$ cat config.mk
export PLATFORM = sky130hd
export DESIGN_NAME = uart_rx_break
export DESIGN_NICKNAME = d
export VERILOG_FILES = /design/src/rtl/rxb_pkg.sv /design/src/rtl/rxb_ctrl.sv /design/src/rtl/rxb_datapath.sv /design/src/rtl/uart_rx_break.sv
export SDC_FILE = /design/constraint.sdc
export NUM_CORES = 1
export LEC_CHECK = 0
export CAP_MARGIN = 25
export CORE_MARGIN = 5
export CORE_UTILIZATION = 69
export DETAILED_ROUTE_END_ITERATION = 12
export DONT_BUFFER_PORTS = 1
export PLACE_DENSITY = 0.94
export SLEW_MARGIN = 20
export SYNTH_ARGS = -nofsm -noshare
export SYNTH_HDL_FRONTEND = slang
export SYNTH_SLANG_ARGS = --single-unit
$ cat constraint.sdc
create_clock -name clk -period 6.7 [get_ports clk]
set_input_delay 1.34 -clock clk [delete_from_list [all_inputs] [get_ports clk]]
set_output_delay 1.34 -clock clk [all_outputs]
set_load 0.03 [all_outputs]
$ cat src/rtl/rxb_pkg.sv
package rxb_pkg;
  localparam int OVS_W  = 4;
  localparam int SMP_W  = 5;
  localparam int DATA_W = 8;

  typedef struct packed {
    logic shiftIn;
    logic loadBuf;
    logic setFrameErr;
    logic setBreak;
  } rxStrobes_t;

  typedef enum logic [2:0] {
    ST_IDLE, ST_START, ST_DATA, ST_STOP, ST_BRKHUNT, ST_BRKHOLD
  } rxState_t;

  function automatic logic [SMP_W-1:0] ovsTicks(input logic [OVS_W-1:0] code);
    if (code < OVS_W'(7)) return SMP_W'(16);
    else return SMP_W'(code);
  endfunction
endpackage

$ cat src/rtl/rxb_ctrl.sv
module rxb_ctrl
  import rxb_pkg::*;
#(
  parameter int BRK_BITS = 10,
  localparam int BRK_W = $clog2(BRK_BITS * 16 + 1)
) (
  input  logic             clk,
  input  logic             rstN,
  input  logic             sampleTick,
  input  logic             rxd,
  input  logic [OVS_W-1:0] ovsCode,
  input  logic             nineBit,
  output rxStrobes_t       strb
);
  rxState_t          state, nState;
  logic [SMP_W-1:0]  smpCnt, nSmp;
  logic [3:0]        bitCnt, nBit;
  logic [BRK_W-1:0]  brkCnt, nBrk;
  logic [SMP_W-1:0]  ovsN, halfN;
  logic [BRK_W-1:0]  brkThr;
  logic [3:0]        lastBit;

  assign ovsN    = ovsTicks(ovsCode);
  assign halfN   = ovsN >> 1;
  assign brkThr  = BRK_W'(BRK_BITS * int'(ovsN));
  assign lastBit = nineBit ? 4'(DATA_W) : 4'(DATA_W - 1);

  always_comb begin
    strb   = '0;
    nState = state;
    nSmp   = smpCnt;
    nBit   = bitCnt;
    nBrk   = brkCnt;
    if (sampleTick) begin
      unique case (state)
        ST_IDLE: if (!rxd) begin
          nState = ST_START;
          nSmp   = '0;
        end
        ST_START: begin
          if (rxd) nState = ST_IDLE;
          else if (smpCnt == halfN - SMP_W'(1)) begin
            nState = ST_DATA;
            nSmp   = '0;
            nBit   = '0;
          end else nSmp = smpCnt + SMP_W'(1);
        end
        ST_DATA: begin
          if (smpCnt == ovsN - SMP_W'(1)) begin
            strb.shiftIn = 1'b1;
            nSmp = '0;
            if (bitCnt == lastBit) nState = ST_STOP;
            else nBit = bitCnt + 4'd1;
          end else nSmp = smpCnt + SMP_W'(1);
        end
        ST_STOP: begin
          if (smpCnt == ovsN - SMP_W'(1)) begin
            strb.loadBuf = 1'b1;
            nSmp = '0;
            if (!rxd) begin
              strb.setFrameErr = 1'b1;
              nState = ST_BRKHUNT;
              nBrk   = '0;
            end else nState = ST_IDLE;
          end else nSmp = smpCnt + SMP_W'(1);
        end
        ST_BRKHUNT: begin
          if (rxd) nState = ST_IDLE;
          else if (brkCnt == brkThr - BRK_W'(1)) begin
            strb.setBreak = 1'b1;
            nState = ST_BRKHOLD;
          end else nBrk = brkCnt + BRK_W'(1);
        end
        ST_BRKHOLD: if (rxd) nState = ST_IDLE;
        default: nState = ST_IDLE;
      endcase
    end
  end

  always_ff @(posedge clk or negedge rstN) begin
    if (!rstN) begin
      state  <= ST_IDLE;
      smpCnt <= '0;
      bitCnt <= '0;
      brkCnt <= '0;
    end else begin
      state  <= nState;
      smpCnt <= nSmp;
      bitCnt <= nBit;
      brkCnt <= nBrk;
    end
  end


  smp_in_range_chk: assert property (@(posedge clk) disable iff (!rstN)
    (state == ST_START || state == ST_DATA || state == ST_STOP) |-> smpCnt < ovsN);


  brk_line_low_chk: assert property (@(posedge clk) disable iff (!rstN)
    strb.setBreak |-> (!rxd && state == ST_BRKHUNT));


  ferr_with_load_chk: assert property (@(posedge clk) disable iff (!rstN)
    strb.setFrameErr |-> strb.loadBuf);
endmodule

$ cat src/rtl/rxb_datapath.sv
module rxb_datapath
  import rxb_pkg::*;
(
  input  logic              clk,
  input  logic              rstN,
  input  logic              rxd,
  input  logic              nineBit,
  input  logic              bufRead,
  input  logic              statRead,
  input  rxStrobes_t        strb,
  output logic [DATA_W-1:0] rxData,
  output logic              rxBit9,
  output logic              bufFull,
  output logic              frameErr,
  output logic              breakDet
);
  logic [DATA_W:0] shiftReg;
  logic            clrPending;

  always_ff @(posedge clk or negedge rstN) begin
    if (!rstN) begin
      shiftReg   <= '0;
      rxData     <= '0;
      rxBit9     <= 1'b0;
      bufFull    <= 1'b0;
      frameErr   <= 1'b0;
      breakDet   <= 1'b0;
      clrPending <= 1'b0;
    end else begin
      if (strb.shiftIn) shiftReg <= {rxd, shiftReg[DATA_W:1]};

      if (strb.loadBuf) begin
        if (nineBit) begin
          rxData <= shiftReg[DATA_W-1:0];
          rxBit9 <= shiftReg[DATA_W];
        end else begin
          rxData <= shiftReg[DATA_W:1];
          rxBit9 <= 1'b0;
        end
        bufFull <= 1'b1;
      end else if (bufRead) bufFull <= 1'b0;

      if (strb.setFrameErr) frameErr <= 1'b1;
      else if (statRead) frameErr <= 1'b0;

      if (strb.setBreak) begin
        breakDet   <= 1'b1;
        clrPending <= 1'b0;
      end else if (breakDet) begin
        if (rxd && (statRead || clrPending)) begin
          breakDet   <= 1'b0;
          clrPending <= 1'b0;
        end else if (statRead) clrPending <= 1'b1;
      end
    end
  end


  full_from_load_chk: assert property (@(posedge clk) disable iff (!rstN)
    $rose(bufFull) |-> $past(strb.loadBuf));


  read_empties_chk: assert property (@(posedge clk) disable iff (!rstN)
    (bufRead && !strb.loadBuf) |=> !bufFull);


  brk_clear_high_chk: assert property (@(posedge clk) disable iff (!rstN)
    $fell(breakDet) |-> $past(rxd));


  brk_hold_low_chk: assert property (@(posedge clk) disable iff (!rstN)
    (breakDet && !rxd) |=> breakDet);


  ferr_rise_chk: assert property (@(posedge clk) disable iff (!rstN)
    $rose(frameErr) |-> $past(!rxd));
endmodule

$ cat src/rtl/uart_rx_break.sv
module uart_rx_break
  import rxb_pkg::*;
#(
  parameter int BRK_BITS = 10
) (
  input  logic             clk,
  input  logic             rstN,
  input  logic             sampleTick,
  input  logic             rxd,
  input  logic [3:0]       ovsCode,
  input  logic             nineBit,
  input  logic             bufRead,
  input  logic             statRead,
  output logic [7:0]       rxData,
  output logic             rxBit9,
  output logic             bufFull,
  output logic             frameErr,
  output logic             breakDet
);
  rxStrobes_t strb;

  rxb_ctrl #(.BRK_BITS(BRK_BITS)) ctrlInst (
    .clk(clk), .rstN(rstN), .sampleTick(sampleTick), .rxd(rxd),
    .ovsCode(ovsCode), .nineBit(nineBit), .strb(strb)
  );

  rxb_datapath dpInst (
    .clk(clk), .rstN(rstN), .rxd(rxd), .nineBit(nineBit),
    .bufRead(bufRead), .statRead(statRead), .strb(strb),
    .rxData(rxData), .rxBit9(rxBit9), .bufFull(bufFull),
    .frameErr(frameErr), .breakDet(breakDet)
  );
endmodule

== After elaboration in Yosys (flattened, before gate mapping) ==
Cells that the tools add are included.
Widths: inputs -> output; s select.

* Bits in registers: 42
* Bits of input ports: 11
* Output and inout bits: 12
* Word-level logic and storage cells: 107

* $add $sub $neg: 6
* $mul: 1
* Magnitude comparators: 1
* Eq/ne operators: 22
* Muxes and demuxes: 50
* Reductions and logical operators: 16

{| class="wikitable"
|+ Operators by type and width
! operator !! count
|-
| $mux 8 || 5
|-
| $mux 3 || 10
|-
| $mux 5 || 5
|-
| $mux 4 || 6
|-
| $mux 1 || 18
|-
| $pmux 3 s6 || 1
|-
| $pmux 8 s2 || 1
|-
| $pmux 5 s3 || 1
|-
| $ne 2x2->1 const B || 7
|-
| $reduce_and 6->1 || 2
|-
| $eq 5x5->1 || 2
|-
| $reduce_bool 2->1 || 5
|-
| $add 8x1->8 const B || 1
|-
| $eq 8x8->1 || 1
|-
| $ne 2x1->1 const B || 4
|-
| $pmux 4 s2 || 1
|-
| $reduce_and 8->1 || 1
|-
| $sub 8x1->8 const B || 1
|-
| $mul 3x5->7 const A || 1
|-
| $eq 3x2->1 const B || 2
|-
| $eq 3x3->1 const B || 2
|-
| $ne 3x2->1 const B || 2
|-
| $reduce_bool 3->1 || 2
|-
| $add 5x1->5 const B || 1
|-
| 13 further kinds || 14
|}

== Depth between registers and ports, before layout ==
Gate-level depths: netlist of the first run.

* Depth after elaboration: 11
* Mapped depth: 14
* Mapped depth without buffers: 13

== Modules after synthesis ==
A second synthesis of the first run with hierarchy kept.

* Cells, all modules: 311
* Area, all modules: 2947.8 µm²

{| class="wikitable"
|+ By module, submodules not included
! module !! instances !! cells an instance !! area each (µm²) !! seq. area each (µm²)
|-
| rxb_ctrl || 1 || 241 || 2045.7 || 500.5
|-
| rxb_datapath || 1 || 70 || 902.1 || 550.5
|}

== Worst setup path before layout of the first run ==
Ideal clock, no wire load.

* Path type: input to register
* From: input port ovsCode[0]
* To: register ctrlInst.brkCnt[3]
* Library setup time: 0.069 ns
* Arrival time: 4.028 ns
* Required time: 6.631 ns
* Slack: 2.603 ns
* Cell stages on the path: 14
* Path buffers: 1
* Cells stage by stage: buf_2 > a21o_1 > and2_1 > ha_1 > ha_1 > inv_1 > fa_1 > xor2_1 > nand3_1 > xnor3_1 > nand4_1 > nand2_1 > or4_1 > nand3_1

* Word-level cells in the longest chain between the ends: 7
* Elaborated cells on any way between the ends: 10
* Those cells by class: 2 x add/sub; 1 x mul; 1 x order compare; 4 x eq/ne; 1 x mux; 1 x reduce/logical

{| class="wikitable"
|+ RTL lines
! item !! RTL line !! source
|-
| start, declared || uart_rx_break.sv:10 || <nowiki>input logic [3:0] ovsCode,</nowiki>
|-
| $lt 4x3->1 || rxb_pkg.sv:18 || <nowiki>if (code < OVS_W'(7)) return SMP_W'(16);</nowiki>
|-
| $mux 5 (*) || rxb_pkg.sv:18 ||
|-
| $mul 3x5->7 || rxb_ctrl.sv:25 || <nowiki>assign brkThr = BRK_W'(BRK_BITS * int'(ovsN));</nowiki>
|-
| $sub 8x1->8 || rxb_ctrl.sv:69 || <nowiki>else if (brkCnt == brkThr - BRK_W'(1)) begin</nowiki>
|-
| $eq 8x8->1 || rxb_ctrl.sv:69 ||
|-
| $ne 2x2->1 (no line) || n/a ||
|-
| $reduce_and 6->1 (no line) (*) || n/a ||
|-
| end signal, assigned || rxb_ctrl.sv:90 || <nowiki>brkCnt <= nBrk;</nowiki>
|-
| end, declared || rxb_ctrl.sv:18 || <nowiki>logic [BRK_W-1:0] brkCnt, nBrk;</nowiki>
|}

Mark *: on every way between the ends. The rest lies on a longest branch, timed or not.
A chain may end at the register's enable or synchronous reset.

== Final worst setup path of the first run ==
* From: input port ovsCode[1]
* To: register ctrlInst.brkCnt[3]

Same word-level chain as after synthesis.

==> flow_metrics.py, run 1 <==
metrics = {
    "place": {
        "io_buffers": 0,
        "hpwlAfterDp_um": 4130,
        "place_ws_ns": 2.49,
        "gp_congestion": 0.909,
    },
    "logic_synthesis": {
        "yosysTopAreaCell": "dfrtp_1",
        "netlist_top_cells_area": "dfrtp_1 36%, ha_1 4.3%, nand2_1 3.9%",
        "synth_mux_area_share_pct": 7.02,
        "synth_compound_area_share_pct": 22.2,
        "ys.flop_type": "dfrtp_1",
        "synth_xor_area_share_pct": 5.33,
        "netlist.area_leader.share_pct": 36.4,
        "async_reset_ff_share_pct": 100,
        "synth.distinct_cells": 61,
        "synthAdderAreaFrac_pct": 5.03,
        "synth_warnings": 0,
        "synth-seq-cells": 42,
        "seq_area_frac_synth_pct": 36.4,
        "synth-edff-count": 0,
        "synth_area_per_cell_um2": 9.26,
        "synth_top_family_by_area": "compound AO/OA/AOI/OAI gates",
        "yosys.area_share.simple_pct": 18.6,
        "synth_area_um2": 2890,
        "syn_nets": 334,
        "synthCells": 312,
    },
    "min_path": {
        "min_path_type": "flip-flop to flip-flop",
    },
    "floorplan": {
        "die_h_um": 74.7,
        "die_w_um": 74.7,
        "initial_core_util_pct": 71.7,
        "die_area_um2": 5580,
        "pin_count": 23,
        "rows": 23,
        "core_um2": 4030,
    },
    "route": {
        "dr_total_vias": 2272,
        "wl_um": 5870,
        "viasPerCell": 6.44,
        "drc": 0,
        "drtIter0Drc": 191,
        "drt-wirelength-per-cell_um": 16.6,
        "drt-pass1-iter-count": 4,
        "final_antenna_net_count": 0,
    },
    "power": {
        "p_leak_uw": 0.00133,
        "power_uw": 794,
        "ir_worst_vdd_mv": 0.215,
        "power_density_nw_per_um2": 267,
    },
    "layout": {
        "ff_latch_area_um2": 1050,
        "final_nets": 324,
        "fillers": 292,
        "n_antenna_cell": 0,
        "multi_input_area_um2": 1690,
        "drive_above_1_share_pct": 6.93,
        "syn_to_final_growth_pct": 3.16,
    },
    "timing": {
        "finalHoldViolCount": 0,
        "setup_ws_ns": 2.78,
        "slew_headroom_pct": 46.1,
        "max_clock_freq_ghz": 0.255,
        "fin_tns_setup_ns": 0,
        "fin_worst_skew_ns": 0.00749,
        "worst_pin_slew_ns": 0.800,
        "timing.final.crit_share_pct": 58.5,
        "setup_violations": 0,
        "post-route-min-period_ns": 3.92,
        "rsz0062_at_grt": "false",
        "slew_viol_final": 0,
    },
    "setup_path": {
        "crit_type": "input pin to flip-flop",
        "cp.arrival_ns": 4.16,
        "start_kind": "input pin",
        "end_kind": "flip-flop",
        "cp.required_ns": 6.94,
        "worstPathMaxFanout": 11,
    },
    "global_routing": {
        "grt_pass1_vias": 2263,
        "grt_antenna_before_repair": 0,
        "grt_pass1_wl_um": 10200,
        "grt_overflow_total": 0,
        "grt_max_degree": 43,
        "track_usage_pct": 23.8,
    },
    "cts": {
        "clock_latency_ns": 0.30,
        "numClockSinks": 42,
        "numCtsBuffers": 5,
        "postCtsSetupBuffers": 0,
        "cts.clk_slew.worst_paths_ns": 0.08,
        "hold_buffers": 0,
        "max-clock-path-buffers": 2,
        "cts_tree": "done",
        "cts_max_level": 2,
        "cts_resized": 0,
        "cts_root_buf": "clkbuf_8",
    },
    "flow_run": {
        "cap_viol_max_count": 0,
    },
    "run_status": {
        "run_status": "complete, no violations",
    },
}
==> synth_stat cells (4+ instances only) <==
library cell  instances
dfrtp_1              42
nor3_1               10
clkbuf_1              9
xor2_1                5
mux2_1                8
a21oi_1               9
and2_1                6
nand3_1              13
xnor2_1              10
nand2b_1              5
a21o_1                8
nand2_1              30
a31oi_1               5
buf_4                 4
mux2i_1               9
o31ai_1               6
o21ai_0              16
nor2_1               16
inv_1                18
ha_1                 10
o21ai_1              11
==> worst paths after layout <==
check                      depth (start not counted)            endpoint               start  slack [ns]
hold reg to reg                                    1  dpInst.shiftReg[0]  dpInst.shiftReg[0]        0.52
min in group asynchronous                          0    dpInst.rxData[0]                rstN        0.73
setup reg to reg                                   6  dpInst.shiftReg[1]  ctrlInst.smpCnt[0]        4.08
max in group asynchronous                          0   dpInst.clrPending                rstN        5.88
hold / removal                                     1  dpInst.shiftReg[0]  dpInst.shiftReg[0]        0.52
setup / recovery                                  13  ctrlInst.brkCnt[3]          ovsCode[1]        2.78
==> registers in the layout, indices dropped and copies added, names as in the netlist, 3 cells and up <==
register,flops
dpInst.shiftReg,9
ctrlInst.brkCnt,8
dpInst.rxData,8
ctrlInst.smpCnt,5
ctrlInst.bitCnt,4
ctrlInst.state,3
==> layer usage <==
layer | share of wire (%) | vias up | track usage, %
met4 | 2.1 | 0 | 9.88
met5 | 0 | - | 0
met2 | 51 | 41 | 41.4
met1 | 43 | 1108 | 28.4
met3 | 3.7 | 16 | 5.47
li1 | - | 1107 | -
==> cells by family after synthesis <==
logic type	Yosys count
adder cells (fa/ha/maj)	11
other	1
XOR/XNOR	16
buffers and inverters	35
multiplexers	19
AND/OR/NAND/NOR	102
flip-flops	42
AO/OA/AOI/OAI	86
==> per-stage QoR <==
stage	instance area, µm²	hold slack, ns	utilization [%]	std cells
5_1_grt	2980	0.538	73.9	353
3_5_place_dp	2870	0.497	71.1	345
3_3_place_gp	2870	0.490	71.1	345
4_1_cts	2980	0.516	73.9	353
6_report	2980	0.517	73.9	353
2_1_floorplan	2890	0.468	-	312
==> cell usage in the layout (no fill, tap or decap), drive strengths merged, types with 3 or more instances in the layout <==
cell type,n
mux2i,9
o22ai,3
a21o,8
nand3,16
nand2b,5
xor2,5
ha,10
nand4,3
o211ai,3
o41ai,4
a31oi,5
inv,19
a22o,3
nor2b,3
nor2,16
a211oi,4
mux2,10
and4,3
clkbuf,5
and2,6
o21a,3
a21oi,9
nand2,30
xnor2,10
o21ai,28
dfrtp,42
o31ai,6
nor3,10
==> worst max-delay path, stage by stage <==
cell     delay [ns]
a21o_1         0.16
and2_1         0.17
ha_1           0.15
ha_1           0.15
inv_1          0.05
fa_1           0.38
xor2_1         0.23
nand3_1        0.13
xnor3_1        0.36
nand4_1        0.27
nand2_1        0.15
or4_1          0.52
nand3_1        0.08
==> report_power, final <==
| part | switching, µW | internal, µW | leakage, µW | total (µW) |
|---|---|---|---|---|
| sequential | 57.5 | 282 | 0.000563 | 340 |
| combinational | 145 | 110 | 0.000707 | 255 |
| clock | 88.1 | 112 | 0.0000585 | 200 |
==> layout make-up <==
class	count	area share (%)
clock buffers	5	2.31
flip-flops and latches	42	35.3
inverters	18	2.27
clock inverters	3	1.47
well taps	50	2.10
multi-input cells	235	56.6
Power figures use the tool's default switching activity.
==> inputs of run 2 (changes only) <==
CORE_UTILIZATION = 58   (was 69)
PLACE_DENSITY = 0.85   (was 0.94)
clock period = 3.2 ns   (was 6.7 ns; I/O delays follow)
==> flow_metrics.py, run 2 (same netlist as run 1, synthesis figures left out) <==
metrics = {
    "cts": {
        "postCtsSetupBuffers": 0,
        "max-clock-path-buffers": 2,
        "numCtsBuffers": 5,
        "hold_buffers": 0,
        "cts_root_buf": "clkbuf_8",
        "cts_tree": "done",
        "cts.clk_slew.worst_paths_ns": 0.08,
        "cts_resized": 0,
        "cts_max_level": 2,
        "numClockSinks": 42,
        "clock_latency_ns": 0.30,
    },
    "global_routing": {
        "grt_pass1_wl_um": 10500,
        "track_usage_pct": 20.5,
        "grt_overflow_total": 0,
        "grt_antenna_before_repair": 0,
        "grt_max_degree": 43,
        "grt_pass1_vias": 2283,
    },
    "floorplan": {
        "pin_count": 23,
        "die_w_um": 80.6,
        "initial_core_util_pct": 60.3,
        "die_area_um2": 6490,
        "die_h_um": 80.6,
        "rows": 25,
        "core_um2": 4790,
    },
    "timing": {
        "max_clock_freq_ghz": 0.335,
        "fin_tns_setup_ns": 0,
        "finalHoldViolCount": 0,
        "fin_worst_skew_ns": 0.00362,
        "setup_violations": 0,
        "timing.final.crit_share_pct": 93.3,
        "post-route-min-period_ns": 2.99,
        "rsz0062_at_grt": "false",
        "timing.hold.ws_ns": 0.0282,
        "slew_viol_final": 0,
    },
    "layout": {
        "drive_above_1_share_pct": 11.2,
        "top_register": "dpInst.shiftReg",
        "multi_input_area_um2": 1720,
        "n_antenna_cell": 0,
        "fillers": 380,
        "final_nets": 333,
        "largest_reg_flops": 9,
        "final_common_cell": "dfrtp_1",
        "ff_latch_area_um2": 1050,
        "layout_common_cells": "42 x dfrtp_1, 30 x nand2_1, 17 x inv_1, 16 x o21ai_0, 16 x nor2_1",
        "top_regs": "dpInst.shiftReg (9), ctrlInst.brkCnt (8), dpInst.rxData (8)",
        "syn_to_final_growth_pct": 7.37,
    },
    "place": {
        "io_buffers": 0,
        "hpwlAfterDp_um": 4290,
        "gp_congestion": 0.848,
    },
    "route": {
        "drt-wirelength-per-cell_um": 15.2,
        "drtIter0Drc": 113,
        "dr_total_vias": 2244,
        "drc": 0,
        "final_antenna_net_count": 0,
        "wl_um": 5770,
        "viasPerCell": 5.92,
        "drt-pass1-iter-count": 4,
    },
    "setup_path": {
        "crit_type": "input pin to flip-flop",
        "rr_endpoint": "dpInst.rxData[0]",
        "start_kind": "input pin",
        "end_kind": "flip-flop",
        "reg2reg_from": "ctrlInst.smpCnt[0]",
        "rr_worst_depth": 8,
        "cp.required_ns": 3.38,
        "worstPathMaxFanout": 11,
        "cp.arrival_ns": 3.17,
        "reg2reg_slack_ns": 0.83,
    },
    "power": {
        "ir_worst_vdd_mv": 0.365,
        "power_density_nw_per_um2": 538,
        "p_leak_uw": 0.00136,
        "power_uw": 1670,
    },
    "run_status": {
        "run_status": "complete, no violations",
    },
    "min_path": {
        "min_path_type": "input pin to asynchronous set/reset pin",
    },
    "flow_run": {
        "cap_viol_max_count": 0,
    },
}
-- run 2: cell count changes in the layout (fill, tap and decap cells not counted) --
cell,delta
mux2i_2,+1
ha_4,+2
buf_4,+9
clkinv_2,-1
and2_1,-1
and2_4,+1
mux2i_1,-1
inv_6,-1
inv_1,-1
inv_2,+1
clkinvlp_4,+2
ha_1,-2
-- run 2: final cells by class --
cell class / instances / share of cell area (%)
timing repair buffer: 9 / 2.18
clock inverter: 3 / 1.45
sequential: 42 / 33.9
inverter: 18 / 2.18
multi-input combinational: 235 / 55.4
tap: 67 / 2.70
clock buffer: 5 / 2.22
-- run 2: how the worst max path moves through the flow --
| stage | startpoint | to | slack, ns | depth (start not counted) |
|---|---|---|---|---|
| 6_report | ovsCode[1] | ctrlInst.brkCnt[7] | 0.21 | 14 |
| 4_1_cts | ovsCode[1] | ctrlInst.brkCnt[0] | 0.25 | 13 |
| 2_1_floorplan | ovsCode[0] | ctrlInst.brkCnt[0] | -0.05 | 14 |
| 3_5_place_dp | ovsCode[1] | ctrlInst.brkCnt[0] | -0.05 | 13 |
| 5_1_grt | ovsCode[3] | ctrlInst.brkCnt[5] | 0.02 | 12 |
| 3_3_place_gp | ovsCode[1] | ctrlInst.brkCnt[0] | 0.03 | 13 |
-- run 2: worst max-delay path, cell delays in order --
cell      delay [ns]
a21o_1          0.16
and2_1          0.19
ha_4            0.17
ha_4            0.15
inv_2           0.05
fa_1            0.44
xnor2_1         0.24
nand3_1         0.11
o31ai_1         0.08
nand4_1         0.29
a21boi_4        0.25
buf_4           0.16
o21ai_0         0.09
nor3b_1         0.15
-- run 2: where the power goes --
part	internal [µW]	switching (µW)
Sequential	591	116
Clock	232	187
Combinational	249	294
-- run 2: routing by layer --
metal | up-vias | GRT usage, % | wire length [µm]
li1 | 1114 | - | -
met3 | 11 | 3.92 | 263
met2 | 42 | 33.9 | 2840
met1 | 1077 | 26.6 | 2540
met4 | 0 | 7.26 | 123
met5 | - | 0 | 0
-- run 2: through the flow --
| step | std cells | worst slack, ns | area, µm² | utilization [%] |
|---|---|---|---|---|
| floorplan | 312 | -0.0532 | 2940 | - |
| global placement | 371 | 0.0299 | 2990 | 62.4 |
| detailed placement | 371 | -0.0547 | 2990 | 62.4 |
| CTS | 379 | 0.255 | 3100 | 64.8 |
| global route | 379 | 0.0171 | 3100 | 64.8 |
| finish | 379 | 0.213 | 3100 | 64.8 |
